$ cat config.mk
export PLATFORM = sky130hd
export DESIGN_NAME = dram_mode_loader
export DESIGN_NICKNAME = d
export VERILOG_FILES = /design/src/rtl/dml_pkg.sv /design/src/rtl/dml_field_decode.sv /design/src/rtl/dml_wait_timer.sv /design/src/rtl/dml_mode_store.sv /design/src/rtl/dram_mode_loader.sv
export SDC_FILE = /design/constraint.sdc
export NUM_CORES = 1
export LEC_CHECK = 0
export BUFFER_PORTS_ARGS = -buffer_cell sky130_fd_sc_hd__buf_2
export CAP_MARGIN = 20
export CORE_AREA = 5 5 42 44
export CTS_CLUSTER_DIAMETER = 120
export DETAILED_ROUTE_END_ITERATION = 8
export DIE_AREA = 0 0 47 49
export GPL_ROUTABILITY_DRIVEN = 1
export HOLD_SLACK_MARGIN = 0.05
export PLACE_DENSITY = 0.74
export REMOVE_ABC_BUFFERS = 1
export SYNTH_ARGS = -nofsm -noshare
export SYNTH_HDL_FRONTEND = slang
export SYNTH_SLANG_ARGS = --single-unit
$ cat constraint.sdc
create_clock -name clk -period 4.41 [get_ports clk]
set_clock_uncertainty 0.05 [all_clocks]
set_input_delay 0 -clock clk [delete_from_list [all_inputs] [get_ports clk]]
set_output_delay 0 -clock clk [all_outputs]
set_load 0.005 [all_outputs]
$ cat src/rtl/dml_pkg.sv
// Package: shared opcode codes, field codes and the stored-mode record
// for the mode register load controller.
package dml_pkg;

    // Decoded command opcodes as delivered by the upstream decoder.
    typedef enum logic [2:0] {
        CMD_MRS = 3'd0,
        CMD_REF = 3'd1,
        CMD_PRE = 3'd2,
        CMD_ACT = 3'd3,
        CMD_WR  = 3'd4,
        CMD_RD  = 3'd5,
        CMD_BST = 3'd6,
        CMD_NOP = 3'd7
    } dml_cmd_e;

    // Field codes on the address bus.
    localparam logic [2:0] BL_CODE_2  = 3'b001;
    localparam logic [2:0] BL_CODE_4  = 3'b010;
    localparam logic [2:0] BL_CODE_8  = 3'b011;
    localparam logic [2:0] CL_CODE_2  = 3'b010;
    localparam logic [2:0] CL_CODE_25 = 3'b110;
    localparam logic [5:0] OM_NORMAL  = 6'b000000;
    localparam logic [5:0] OM_DLLRST  = 6'b000010;

    // Stored, decoded mode.
    typedef struct packed {
        logic [3:0] beats;
        logic       ilv;
        logic [2:0] cas_x2;
    } dml_mode_t;

    localparam dml_mode_t MODE_RESET = '{beats: 4'd2, ilv: 1'b0, cas_x2: 3'd4};

endpackage

$ cat src/rtl/dml_field_decode.sv
// Module: dml_field_decode
// Decodes the mode fields on the address bus into stored-mode form and
// reports whether every field holds a legal code.
// Assumes: the address is stable during the cycle the command is presented.
module dml_field_decode
    import dml_pkg::*;
#(
    parameter int ADDR_W = 13
) (
    input  logic [ADDR_W-1:0] addr,
    output dml_mode_t         mode,
    output logic              legal,
    output logic              dll_req
);

    localparam int OM_LSB = 7;

    logic       bl_ok;
    logic       cl_ok;
    logic       om_ok;
    logic [5:0] om_field;

    assign om_field = addr[OM_LSB +: 6];

    // Burst length field to beat count.
    always_comb begin
        bl_ok      = 1'b1;
        mode.beats = 4'd2;
        case (addr[2:0])
            BL_CODE_2: mode.beats = 4'd2;
            BL_CODE_4: mode.beats = 4'd4;
            BL_CODE_8: mode.beats = 4'd8;
            default:   bl_ok      = 1'b0;
        endcase
    end

    // Burst ordering bit.
    always_comb mode.ilv = addr[3];

    // Read latency field to half-clock count.
    always_comb begin
        cl_ok       = 1'b1;
        mode.cas_x2 = 3'd4;
        case (addr[6:4])
            CL_CODE_2:  mode.cas_x2 = 3'd4;
            CL_CODE_25: mode.cas_x2 = 3'd5;
            default:    cl_ok       = 1'b0;
        endcase
    end

    // Operating mode field: two legal codes only.
    always_comb begin
        om_ok   = (om_field == OM_NORMAL) || (om_field == OM_DLLRST);
        dll_req = (om_field == OM_DLLRST);
    end

    // Overall legality.
    always_comb legal = bl_ok && cl_ok && om_ok;

endmodule

$ cat src/rtl/dml_wait_timer.sv
// Module: dml_wait_timer
// Holds ready low for WAIT_CYC clocks after each start pulse.
// Assumes: start is only raised while ready is high.
module dml_wait_timer #(
    parameter int WAIT_CYC = 2
) (
    input  logic clk,
    input  logic rst_n,
    input  logic start,
    output logic ready
);

    localparam int CW = (WAIT_CYC > 0) ? $clog2(WAIT_CYC + 1) : 1;

    generate
        if (WAIT_CYC == 0) begin : g_nowait
            // No wait window: always ready.
            always_comb ready = 1'b1;
        end else begin : g_wait
            logic [CW-1:0] cnt;

            // Load the window on start, count it down otherwise.
            always_ff @(posedge clk) begin
                if (!rst_n) begin
                    cnt <= '0;
                end else if (start) begin
                    cnt <= CW'(WAIT_CYC);
                end else if (cnt != '0) begin
                    cnt <= cnt - 1'b1;
                end
            end

            // Ready once the window has run out.
            always_comb ready = (cnt == '0);
        end
    endgenerate

endmodule

$ cat src/rtl/dml_mode_store.sv
// Module: dml_mode_store
// Holds the decoded mode and produces the one-clock result pulses.
// Assumes: at most one of load_ok, rej_busy and rej_code is high per clock.
module dml_mode_store
    import dml_pkg::*;
(
    input  logic      clk,
    input  logic      rst_n,
    input  logic      load_ok,
    input  logic      dll_req,
    input  dml_mode_t new_mode,
    input  logic      rej_busy,
    input  logic      rej_code,
    output dml_mode_t mode,
    output logic      dll_pulse,
    output logic      refuse_err,
    output logic      reserved_err
);

    // Stored mode: replaced only by an accepted load.
    always_ff @(posedge clk) begin
        if (!rst_n) begin
            mode <= MODE_RESET;
        end else if (load_ok) begin
            mode <= new_mode;
        end
    end

    // Single-clock result pulses; the loop-reset request is not stored.
    always_ff @(posedge clk) begin
        if (!rst_n) begin
            dll_pulse    <= 1'b0;
            refuse_err   <= 1'b0;
            reserved_err <= 1'b0;
        end else begin
            dll_pulse    <= load_ok && dll_req;
            refuse_err   <= rej_busy;
            reserved_err <= rej_code;
        end
    end

endmodule

$ cat src/rtl/dram_mode_loader.sv
// Module: dram_mode_loader
// Watches decoded commands, qualifies mode-register loads, rejects them
// while the array is busy or the codes are reserved, stores the decoded
// mode and holds off further commands for WAIT_CYC clocks after a load.
// Assumes: inputs are synchronous to clk and free of X after reset.
module dram_mode_loader
    import dml_pkg::*;
#(
    parameter int NBANK    = 4,
    parameter int ADDR_W   = 13,
    parameter int WAIT_CYC = 2
) (
    input  logic              clk,
    input  logic              rst_n,
    input  logic              cmd_vld,
    input  logic [2:0]        cmd_op,
    input  logic [1:0]        cmd_ba,
    input  logic [ADDR_W-1:0] cmd_addr,
    input  logic [NBANK-1:0]  bank_open,
    input  logic              burst_busy,
    output logic              cmd_ready,
    output logic [3:0]        burst_beats,
    output logic              burst_ilv,
    output logic [2:0]        cas_x2,
    output logic              dll_rst_pulse,
    output logic              reserved_err,
    output logic              refuse_err
);

    dml_mode_t dec_mode;
    dml_mode_t cur_mode;
    logic      dec_legal;
    logic      dec_dll;
    logic      mrs_hit;
    logic      array_busy;
    logic      load_ok;
    logic      rej_busy;
    logic      rej_code;

    // Qualify a mode-register load aimed at the base register.
    always_comb begin
        mrs_hit    = cmd_vld && cmd_ready && (cmd_op == CMD_MRS) && (cmd_ba == 2'b00);
        array_busy = (|bank_open) || burst_busy;
        rej_busy   = mrs_hit && array_busy;
        rej_code   = mrs_hit && !array_busy && !dec_legal;
        load_ok    = mrs_hit && !array_busy && dec_legal;
    end

    dml_field_decode #(.ADDR_W(ADDR_W)) u_dec (
        .addr    (cmd_addr),
        .mode    (dec_mode),
        .legal   (dec_legal),
        .dll_req (dec_dll)
    );

    dml_mode_store u_store (
        .clk          (clk),
        .rst_n        (rst_n),
        .load_ok      (load_ok),
        .dll_req      (dec_dll),
        .new_mode     (dec_mode),
        .rej_busy     (rej_busy),
        .rej_code     (rej_code),
        .mode         (cur_mode),
        .dll_pulse    (dll_rst_pulse),
        .refuse_err   (refuse_err),
        .reserved_err (reserved_err)
    );

    dml_wait_timer #(.WAIT_CYC(WAIT_CYC)) u_wait (
        .clk   (clk),
        .rst_n (rst_n),
        .start (load_ok),
        .ready (cmd_ready)
    );

    // Present the stored mode.
    always_comb begin
        burst_beats = cur_mode.beats;
        burst_ilv   = cur_mode.ilv;
        cas_x2      = cur_mode.cas_x2;
    end

endmodule

== Yosys cells after proc, flatten, opt, wreduce, memory -nomap -nowiden ==
Index checks and enable logic that the tools add are counted.

* Register bits: 13

* $add $sub $neg: 1
* Equality and inequality tests: 6
* Multiplexer cells: 6
* Bitwise logic cells: 1
* Reductions and logical operators: 24

{| class="wikitable"
|+ Operators with widths
! kind !! number
|-
| 1-bit logical AND || 10
|-
| 3-bit by 2-bit equality test with 1-bit output, second input constant || 3
|-
| 4-bit one-hot mux with 2 select lines || 1
|-
| 6-bit by 2-bit equality test with 1-bit output, second input constant || 1
|-
| 6-bit zero test || 1
|-
| 2-bit zero test || 2
|-
| 2-bit 2-to-1 mux || 2
|-
| 2-bit nonzero test || 2
|-
| 2-bit OR reduction || 2
|-
| 4-bit OR reduction || 1
|-
| 3-bit by 1-bit equality test with 1-bit output, second input constant || 1
|-
| 3-bit equality test, second input constant || 1
|-
| 3-bit zero test || 1
|-
| 1-bit 2-to-1 mux || 3
|-
| 3-bit OR reduction || 1
|-
| 1-bit zero test || 2
|-
| 1-bit logical OR || 2
|-
| 2-bit by 1-bit subtractor with 2-bit output, second input constant || 1
|-
| 1-bit inverter || 1
|}

== Depth between registers and ports, before layout ==
Gate-level depths: netlist of run 1.

* Word-level depth: 7
* Mapped depth: 4

== Modules after synthesis ==
A second synthesis of run 1 with hierarchy kept.

* Cell total of the unflattened synthesis: 64
* Area total of the unflattened synthesis: 624.3 sq um

{| class="wikitable"
|+ By module, submodules not included
! module !! times used !! cells an instance !! area each (sq um)
|-
| dml_mode_store || 1 || 32 || 380.4
|-
| dml_field_decode || 1 || 16 || 107.6
|-
| dram_mode_loader || 1 || 10 || 68.8
|-
| dml_wait_timer || 1 || 6 || 67.6
|}

== Least setup slack after synthesis of run 1 ==
OpenSTA, ideal clock, no wires.

* Kind: input-to-reg
* Start point: input cmd_addr[10]
* End point: register u_store.mode[0] in the netlist's numbering
* Arrival: 1.280 ns
* Path slack: 3.008 ns
* Cell stages on the path: 4
* Buffers on the path: 0
* Cells stage by stage: or4_4 > nor4_4 > and3_2 > mux2i_1

* Cells in the longest elaborated chain, start to end: 4
* Elaborated cells between the ends (all ways): 5
* Classes of those cells: eq/ne (1); reduce/logical (4)

{| class="wikitable"
|+ Ends and longest elaborated chain
! element !! RTL line !! text
|-
| start, declared || dram_mode_loader.sv:18 || <nowiki>input logic [ADDR_W-1:0] cmd_addr,</nowiki>
|-
| 6-bit by 2-bit equality test with 1-bit output or 6-bit zero test (tied branches) || dml_field_decode.sv:53 || <nowiki>om_ok = (om_field == OM_NORMAL) || (om_field == OM_DLLRST);</nowiki>
|-
| 1-bit logical OR * || dml_field_decode.sv:53 ||
|-
| 1-bit logical AND * || dml_field_decode.sv:58 || <nowiki>always_comb legal = bl_ok && cl_ok && om_ok;</nowiki>
|-
| 1-bit logical AND * || dram_mode_loader.sv:46 || <nowiki>load_ok = mrs_hit && !array_busy && dec_legal;</nowiki>
|-
| end signal, assigned || dml_mode_store.sv:25 || <nowiki>mode <= new_mode;</nowiki>
|-
| end, declared || dml_mode_store.sv:14 || <nowiki>output dml_mode_t mode,</nowiki>
|}

Mark *: on every way between the ends. The rest lies on a longest branch, timed or not.
A chain may end at the register's enable or synchronous reset.

== Final worst setup path of run 1 ==
* Start point: input cmd_addr[2]
* End point: register u_store.mode[3] in the netlist's numbering

* Cells in the longest elaborated chain, start to end: 6
* Elaborated cells between the ends (all ways): 8
* Classes of those cells: eq/ne (3); mux (1); reduce/logical (4)

{| class="wikitable"
|+ Ends and longest elaborated chain
! element !! RTL line !! text
|-
| 3-bit by 1-bit equality test with 1-bit output or 3-bit by 2-bit equality test with 1-bit output (tied branches) || dml_field_decode.sv:29 || <nowiki>case (addr[2:0])</nowiki>
|-
| 3-bit OR reduction (no source line) * || n/a ||
|-
| 1-bit 2-to-1 mux * || dml_field_decode.sv:29 ||
|-
| 1-bit logical AND * (2 in a row) || dml_field_decode.sv:58 ||
|-
| 1-bit logical AND * || dram_mode_loader.sv:46 ||
|}

Marked as above.

==> results.toml, run 1 <==
[route]
drt-wirelength-per-cell_um = 10.7
drc = 0
viasPerCell = 4.59
antenna_left = 0
via_count = 532
dr.pass1.iters = 3
wl_um = 1240
initialDrtViolationCount = 4

[floorplan]
dieArea_sq_um = 2300
dieWidth_um = 47
num_rows = 14
initial_utilization = 0.339
core_area_sq_um = 1400
die_h_um = 49
io_pins = 38

[sta]
slew_violations = 0
fin_crit_sh = 0.512
finalSetupViolations = 0
hold_viol_final = 0
clock.fmax_mhz = 443
period_minus_slack_ns = 2.26
final.setup.tns_ns = 0
hold_ws_ns = 0.0710
rsz0062_at_grt = "false"

[critical_path]
critPathLaunchType = "input pin"
cp-end-kind = "flip-flop"
r2r_cells = 5
crit_type = "input pin to flip-flop"
crit_family = "buffers and inverters"
cp_slowest_cell = "dlygate4sd3_1"
crit_chain = "dlygate4sd3_1, buf_2, or3b_2, nor4_4, and3_2, mux2i_1, dlygate4sd3_1"
crit_fanout = 4
path_buf_inv = 3
reg2reg_from = "u_wait.g_wait.cnt[1]"
critPathMostFrequentCell = "dlygate4sd3_1"
cpPeakStageDelay_ns = 0.56
arrival_ns = 2.41
reg2reg_slack_ns = 2.57
reg2reg_to = "u_store.mode[3]"
critPathRequiredTime_ns = 4.56

[outcome]
status = "finished clean"

[place]
io_buffer_count = 34
gp_congestion = 0.742
dp_hpwl_um = 954
dp_cells = 98

[global_route]
grt_pass1_wl_um = 2060
gr-total-overflow = 0
grt_max_degree = 13
antenna_found_initial = 0
grt_pass1_vias = 543
grt.total_usage = 0.120

[worst_hold_path]
holdPathStages = 4
min_from = "burst_busy"
min_path_type = "input pin to flip-flop"
min_to = "u_store.refuse_err"

[clocking]
cts-root-buf = "clkbuf_4"
clkSlewWorstSetupHoldPaths_ns = 0.07
clkSinkCount = 10
cts_resized = 0
cts_tree = "built"
cts_buffers = 3
cts_max_path_buffers = 2
ctsHtreeMaxLevel = 1
clock_latency_ns = 0.25

[power]
power_uw = 195
power_density_nw_per_um2 = 238
leakagePower_nw = 0.390
ir_drop_uv = 167

[layout]
nets = 127
diodes = 0
final_cells = 116
drive_gt1_frac = 0.440
final_util = 0.585
syn_to_final_growth_pct = 72.4

[run]
max_cap_violations = 0

[synthesis]
synth_cells = 51
yosysWarningCount = 0
syn_avg_cell_area_sq_um = 9.32
ys_seq_area_frac = 0.421
ys_types = 25
ys_ff_latch = 10
synthesis.area_sq_um = 475
## worst reg2reg max path: stages, from the launching register on
cell and delay [ns]:
dfxtp_1 0.31, nor2_1 0.12, and4b_1 0.29, and3_2 0.26
mux2i_1 0.19, dlygate4sd3_1 0.56
## final cells by class
cell class              count  area (sq um)
fillers                   137           582
repair buffers             48           310
well taps                  16          20.0
inverters                   1          3.75
multi-input cells          37           249
clock buffers               4          36.3
flip-flops and latches     10           200
## timing repair
item / CTS / global route
buffers inserted: 0 / 0
hold buffers: 14 / 0
hold endpoints to repair: 8 / 0
## power breakdown
group          switching [mW]  total (mW)  internal [mW]
sequential         0.00000949      0.0903         0.0903
combinational         0.00946      0.0248         0.0153
clock                  0.0299      0.0800         0.0500
total                  0.0394       0.195          0.156
## cells in the mapped netlist
library cell   n  area [sq um]
and4b_1        1          10.0
nand4b_1       1          8.76
or3b_2         1          8.76
conb_1         2          7.51
nand3_1        1          5.00
inv_1          1          3.75
nor2_2         1          6.26
nor4_1         3          18.8
nand2_1        8          30.0
and3_2         1          7.51
nand3b_1       1          7.51
buf_4          3          22.5
a21oi_1        1          5.00
mux2i_1        4          40.0
nor4_4         1          21.3
or4_4          1          11.3
nand3_2        1          10.0
nor2b_1        1          6.26
dfxtp_1       10           200
nor2_1         3          11.3
a31oi_1        1          6.26
or4_1          1          7.51
nor3b_1        1          7.51
a311oi_1       1          8.76
clkbuf_1       1          3.75
## sequential cells by signal, summed over array words and instances, names as in the netlist
name and flops:
u_store.refuse_err 1, u_store.reserved_err 1, u_wait.g_wait.cnt 2, u_store.mode 5
u_store.dll_pulse 1
## worst max path at each step
stage,startpoint,depth (start not counted),endpoint,slack [ns]
floorplan,cmd_addr[10],4,u_store.mode[0],3.01
global placement,cmd_addr[10],5,u_store.mode[0],2.87
detailed placement,cmd_addr[10],5,u_store.mode[3],2.81
CTS,cmd_addr[2],7,u_store.mode[3],2.18
global route,cmd_addr[2],7,u_store.dll_pulse,2.07
finish,cmd_addr[2],7,u_store.mode[3],2.15
## stage by stage
stage	setup slack, ns	cell area, sq um
after floorplan	3.01	453
after global placement	2.87	643
after detailed placement	2.81	643
after CTS	2.18	820
after global routing	2.07	820
final	2.15	820
## metal layers
metal  up-vias  share of wire  wire length [um]  track usage
li1        275              -                 -            -
met1       229           0.39               480        0.134
met4         0              0                 0       0.0415
met3         0           0.14               168       0.0443
met2        28           0.48               593        0.199
met5         -              0                 0            0
## cell usage in the layout, fill, tap and decap left out, types with 3 or more instances in the layout
cell and count:
dlygate4sd3_1 14, conb_1 3, nand2_1 8, nor4_1 3
dfxtp_1 10, buf_2 34, clkbuf_4 3, mux2i_1 4
nor2_1 3
## cells by family (layout without fill, tap and decap cells)
kind of cell,Yosys count,after routing,share of synthesized area
simple gates,27,27,0.374
flops,10,10,0.421
buf+inv,5,53,0.0631
mux,4,4,0.0842
compound gates,3,3,0.0421
other cells,2,3,0.0158
Note: power is estimated with default switching activity, not from simulation.
==> run 2, diff against run 1 <==
--- a/config.mk
+++ b/config.mk
@@ -5,15 +5,16 @@
 export SDC_FILE = /design/constraint.sdc
 export NUM_CORES = 1
 export LEC_CHECK = 0
+export ABC_AREA = 1
 export BUFFER_PORTS_ARGS = -buffer_cell sky130_fd_sc_hd__buf_2
 export CAP_MARGIN = 20
-export CORE_AREA = 5 5 42 44
+export CORE_AREA = 5 5 44 46
 export CTS_CLUSTER_DIAMETER = 120
 export DETAILED_ROUTE_END_ITERATION = 8
-export DIE_AREA = 0 0 47 49
+export DIE_AREA = 0 0 49 51
 export GPL_ROUTABILITY_DRIVEN = 1
 export HOLD_SLACK_MARGIN = 0.05
-export PLACE_DENSITY = 0.74
+export PLACE_DENSITY = 0.73
 export REMOVE_ABC_BUFFERS = 1
 export SYNTH_ARGS = -nofsm -noshare
 export SYNTH_HDL_FRONTEND = slang
==> constraint.sdc (replaced) <==
create_clock -name clk -period 2.3 [get_ports clk]
set_clock_uncertainty 0.05 [all_clocks]
set_input_delay 0 -clock clk [delete_from_list [all_inputs] [get_ports clk]]
set_output_delay 0 -clock clk [all_outputs]
set_load 0.005 [all_outputs]
==> run 2 against run 1 <==
Effect of this change: synthesized cell count rose by 63%; clock power increased by 100%; cell count rose by 29%; worst hold slack got worse by 0.0070 ns; global-route usage fell by 0.56 points; critical endpoint is now u_store.reserved_err; largest cell class unchanged.
==> results.toml, run 2 <==
[clocking]
clkSinkCount = 10
cts_max_path_buffers = 2
clock_latency_ns = 0.27
clkSlewWorstSetupHoldPaths_ns = 0.06
ctsHtreeMaxLevel = 1
cts_buffers = 3
cts_tree = "built"
cts-root-buf = "clkbuf_4"

[global_route]
grt_pass1_vias = 593
grt_max_degree = 10
antenna_found_initial = 0
grt.total_usage = 0.114
gr-total-overflow = 0
grt_pass1_wl_um = 2250

[critical_path]
crit_chain = "dlygate4sd3_1, buf_2, nor2_1, dlymetal6s4s_1, nand3_2, buf_4, dlygate4sd3_1, nor4_2"
crit_start = "bank_open[0]"
cp-end-kind = "flip-flop"
arrival_ns = 2.00
crit_type = "input pin to flip-flop"
cpPeakStageDelay_ns = 0.57
cp_slowest_cell = "dlygate4sd3_1"
critPathLaunchType = "input pin"
reg2reg_from = "u_wait.g_wait.cnt[0]"
critPathMostFrequentCell = "dlygate4sd3_1"
crit_fanout = 2
critPathRequiredTime_ns = 2.43

[route]
viasPerCell = 4.27
antenna_left = 0
via_count = 640
drt-wirelength-per-cell_um = 9.93
drc = 0
initialDrtViolationCount = 1
wl_um = 1490
dr.pass1.iters = 4

[layout]
syn_to_final_growth_pct = 65.2
largest_reg_flops = 5
drive_gt1_frac = 0.410
diodes = 0
layout_commonest_cell = "buf_2"
final_cell_mix = "buf_2, nand2_1, nor2_1, inv_1"
regMostFlops = "u_store.mode"
largestRegisters = "u_store.mode x5, u_wait.g_wait.cnt x2"
nets = 161

[worst_hold_path]
min_path_type = "input pin to flip-flop"
min_from = "cmd_addr[4]"

[floorplan]
num_rows = 14
dieWidth_um = 49
die_h_um = 51
io_pins = 38
initial_utilization = 0.372
core_area_sq_um = 1470
dieArea_sq_um = 2500

[sta]
final.setup.tns_ns = 0
hold_viol_final = 0
setup_slack_ns = 0.429
clock.fmax_mhz = 535
rsz0062_at_grt = "false"
slew_violations = 0
finalSetupViolations = 0
fin_crit_sh = 0.813
period_minus_slack_ns = 1.87
hold_ws_ns = 0.0639

[synthesis]
synth_cells = 83
syn_avg_cell_area_sq_um = 6.59
synthesis.area_sq_um = 547
ys.flop_type = "dfxtp_1"
ys_top_cells_by_count = "nand2_1, nor2_1, inv_1, dfxtp_1, nand3_1"
ys_types = 17
synthArstFlopShare = 0
ys_seq_area_frac = 0.366
synth_edf_count = 0
yosysMostFrequentCell = "nand2_1"
synth.top_cell.area_share = 0.366
ys_ff_latch = 10
synth_area_leaders = "dfxtp_1, nand2_1, nor2_1, inv_1, nor2_4"
synth.largest_area_cell = "dfxtp_1"
yosysWarningCount = 0

[power]
ir_drop_uv = 198
power_density_nw_per_um2 = 430
leakagePower_nw = 0.513

[run]
max_cap_violations = 0

[place]
dpl_worst_slack_ns = 1.15
dp_hpwl_um = 1040
gp_congestion = 0.725
io_buffer_count = 34

[outcome]
status = "finished clean"
[run 2: cell families after synthesis]
group	Yosys count	share of synthesized area
AOI/OAI and AO/OA	2	0.0183
buffers and inverters	19	0.151
DFF	10	0.366
other	2	0.0137
and+or+nand+nor	50	0.451
[run 2: final timing paths]
path | slack [ns] | depth (start not counted) | end
worst max-delay path | 0.43 | 8 | u_store.reserved_err
worst min-delay path | 0.06 | 6 | u_store.mode[0]
worst max register to register | 0.56 | 9 | u_store.mode[3]
worst min register to register | 0.42 | 2 | u_wait.g_wait.cnt[0]
[run 2: per-stage QoR]
stage	util	power, mW	cells	area, sq um
6_report	0.614	0.389	150	903
5_1_grt	0.614	0.402	150	903
4_1_cts	0.588	0.386	146	865
3_5_place_dp	0.488	0.218	131	718
3_3_place_gp	0.488	0.218	131	718
2_1_floorplan	-	0.194	81	528
[run 2: what timing repair did]
action | CTS | global route
buffers inserted | 0 | 4
resized for setup | 0 | 2
hold buffers | 11 | 0
hold endpoints to repair | 9 | 0
setup endpoints to repair | 0 | 1
[run 2: worst max-delay path: cells and delay by family]
| kind | cells | cell delay, ns |
|---|---|---|
| buffers and inverters | 5 | 1.58 |
| and+or+nand+nor | 3 | 0.42 |
[run 2: metal layers]
| metal | up-vias | track usage | routed length [um] |
|---|---|---|---|
| met4 | 0 | 0.0942 | 34 |
| li1 | 341 | - | - |
| met3 | 4 | 0.0262 | 145 |
| met1 | 266 | 0.127 | 605 |
| met5 | - | 0 | 0 |
| met2 | 29 | 0.185 | 704 |
[run 2: power by group]
group          internal [mW]  switching [mW]
Combinational         0.0313          0.0223
Sequential             0.173       0.0000162
Clock                 0.0963          0.0656
Total                  0.301          0.0879
[run 2: layout make-up]
type,count,area (sq um)
Inverter,16,60.1
Fill cell,129,568
Clock buffer,4,36.3
Timing Repair Buffer,49,313
Sequential cell,10,200
Tap cell,16,20.0
Multi-Input combinational cell,55,274
==> run 3, diff against run 2 <==
--- a/config.mk
+++ b/config.mk
@@ -8,13 +8,13 @@
 export ABC_AREA = 1
 export BUFFER_PORTS_ARGS = -buffer_cell sky130_fd_sc_hd__buf_2
 export CAP_MARGIN = 20
-export CORE_AREA = 5 5 44 46
+export CORE_AREA = 5 5 44 50
 export CTS_CLUSTER_DIAMETER = 120
 export DETAILED_ROUTE_END_ITERATION = 8
-export DIE_AREA = 0 0 49 51
+export DIE_AREA = 0 0 49 55
 export GPL_ROUTABILITY_DRIVEN = 1
 export HOLD_SLACK_MARGIN = 0.05
-export PLACE_DENSITY = 0.73
+export PLACE_DENSITY = 0.7
 export REMOVE_ABC_BUFFERS = 1
 export SYNTH_ARGS = -nofsm -noshare
 export SYNTH_HDL_FRONTEND = slang
==> constraint.sdc (replaced) <==
create_clock -name clk -period 1.6 [get_ports clk]
set_clock_uncertainty 0.05 [all_clocks]
set_input_delay 0 -clock clk [delete_from_list [all_inputs] [get_ports clk]]
set_output_delay 0 -clock clk [all_outputs]
set_load 0.005 [all_outputs]
==> run 3 against run 2 <==
Effect of this change: count of clock-buffer cells in the layout is the same; critical path depth decreased by 1; setup slack worse by 0.33 ns; critical path type unchanged; largest cell class unchanged; largest power group unchanged.
==> results.toml, run 3 (same netlist as run 2, synthesis figures left out) <==
[floorplan]
dieWidth_um = 49
core_area_sq_um = 1680
dieArea_sq_um = 2700
num_rows = 16
initial_utilization = 0.325
io_pins = 38
die_h_um = 55

[layout]
largest_reg_flops = 5
nets = 157
fin_area_sq_um = 875
largestRegisters = "u_store.mode x5, u_wait.g_wait.cnt x2"
regMostFlops = "u_store.mode"
diodes = 0
layout_commonest_cell = "buf_2"
final_cell_mix = "buf_2, nand2_1, nor2_1, inv_1, dlygate4sd3_1"
drive_gt1_frac = 0.392
syn_to_final_growth_pct = 60.0

[sta]
fin_crit_sh = 0.936
clock.fmax_mhz = 668
rsz0062_at_grt = "false"
hold_viol_final = 0
period_minus_slack_ns = 1.50
slew_violations = 0
finalSetupViolations = 0
final.setup.tns_ns = 0
setup_slack_ns = 0.103

[critical_path]
critPathRequiredTime_ns = 1.75
reg2reg_slack_ns = 0.45
reg2reg_from = "u_wait.g_wait.cnt[1]"
reg2reg_to = "u_store.mode[7]"
arrival_ns = 1.65
critPathLaunchType = "input pin"
crit_type = "input pin to flip-flop"
crit_fanout = 7
cp-end-kind = "flip-flop"
r2r_cells = 8

[clocking]
clock_latency_ns = 0.26
cts_buffers = 3
clkSlewWorstSetupHoldPaths_ns = 0.07
cts-root-buf = "clkbuf_4"
cts_tree = "built"
clkSinkCount = 10
cts_max_path_buffers = 2
ctsHtreeMaxLevel = 1

[power]
p_sw_frac = 0.219
switchingPower_uw = 121
intPower_uw = 434
ir_drop_uv = 256
combPwrFrac = 0.144
pwr-share-seq = 0.448
leakagePower_nw = 0.484
power_density_nw_per_um2 = 636
power_frac_clock = 0.408

[route]
via_count = 623
met2WireLength_um = 673
wl_um = 1380
top_layer_used = "met4"
drc = 0
met1_length_um = 529
drt-wirelength-per-cell_um = 9.31
wl_met3_um = 141
viasPerCell = 4.21
initialDrtViolationCount = 15
antenna_left = 0
dr.pass1.iters = 4

[worst_hold_path]
min_path_type = "input pin to flip-flop"
holdPathStages = 6
min_from = "cmd_addr[4]"
min_to = "u_store.mode[0]"

[global_route]
grt_pass1_wl_um = 2350
antenna_found_initial = 0
grt.total_usage = 0.109
gr-total-overflow = 0
grt_pass1_vias = 601
grt_max_degree = 10

[place]
dp_hpwl_um = 1110
io_buffer_count = 34
placed_area_sq_um = 721
dpl_worst_slack_ns = 0.453
gp_congestion = 0.702

[run]
max_cap_violations = 0

[outcome]
status = "finished clean"
-- run 3: critical path: stages --
cell,delay (ns)
dlygate4sd3_1,0.53
buf_4,0.15
inv_1,0.09
nor3_2,0.15
nand2_1,0.07
dlygate4sd3_1,0.56
nor2_1,0.10
-- run 3: per-layer routing --
layer	track usage	up-vias
li1	-	330
met1	0.118	257
met2	0.200	32
met3	0.0295	4
met4	0.0538	0
met5	0	-
-- run 3: worst max-delay path by stage --
stage,start,to,slack [ns]
final,rst_n,u_store.dll_pulse,0.10
after floorplan,u_wait.g_wait.cnt[0],u_store.mode[3],0.54
after global routing,rst_n,u_store.dll_pulse,0.04
after detailed placement,u_wait.g_wait.cnt[1],u_store.mode[6],0.45
after CTS,rst_n,u_store.dll_pulse,0.04
after global placement,u_wait.g_wait.cnt[1],u_store.mode[6],0.50
-- run 3: power by group through the flow --
stage / combinational [mW] / sequential, mW / clock (mW)
6_report: 0.0799 / 0.249 / 0.227
5_1_grt: 0.0899 / 0.249 / 0.243
4_1_cts: 0.0789 / 0.249 / 0.229
3_5_place_dp: 0.0598 / 0.255 / 0
3_3_place_gp: 0.0582 / 0.255 / 0
2_1_floorplan: 0.0246 / 0.255 / 0
-- run 3: timing repair --
action | 4_1_cts | 5_1_grt
endpoints found under the hold margin | 8 | 0
buffers inserted | 0 | 0
resized for setup | 0 | 3
hold buffers | 11 | 0
setup endpoints to repair | 0 | 1
-- run 3: through the flow --
stage / total power, mW / util / hold slack (ns) / cells
floorplan: 0.279 / - / 0.0341 / 81
global placement: 0.313 / 0.429 / 0.174 / 133
detailed placement: 0.314 / 0.429 / 0.197 / 133
CTS: 0.557 / 0.516 / 0.0647 / 148
global route: 0.582 / 0.520 / 0.106 / 148
finish: 0.556 / 0.520 / 0.0543 / 148
-- run 3: final cells by class --
cell class	instances	area [sq um]
clock buffers	4	36.3
fillers	169	807
inverters	16	60.1
multi-input cells	55	273
flip-flops and latches	10	200
well taps	18	22.5
repair buffers	45	283
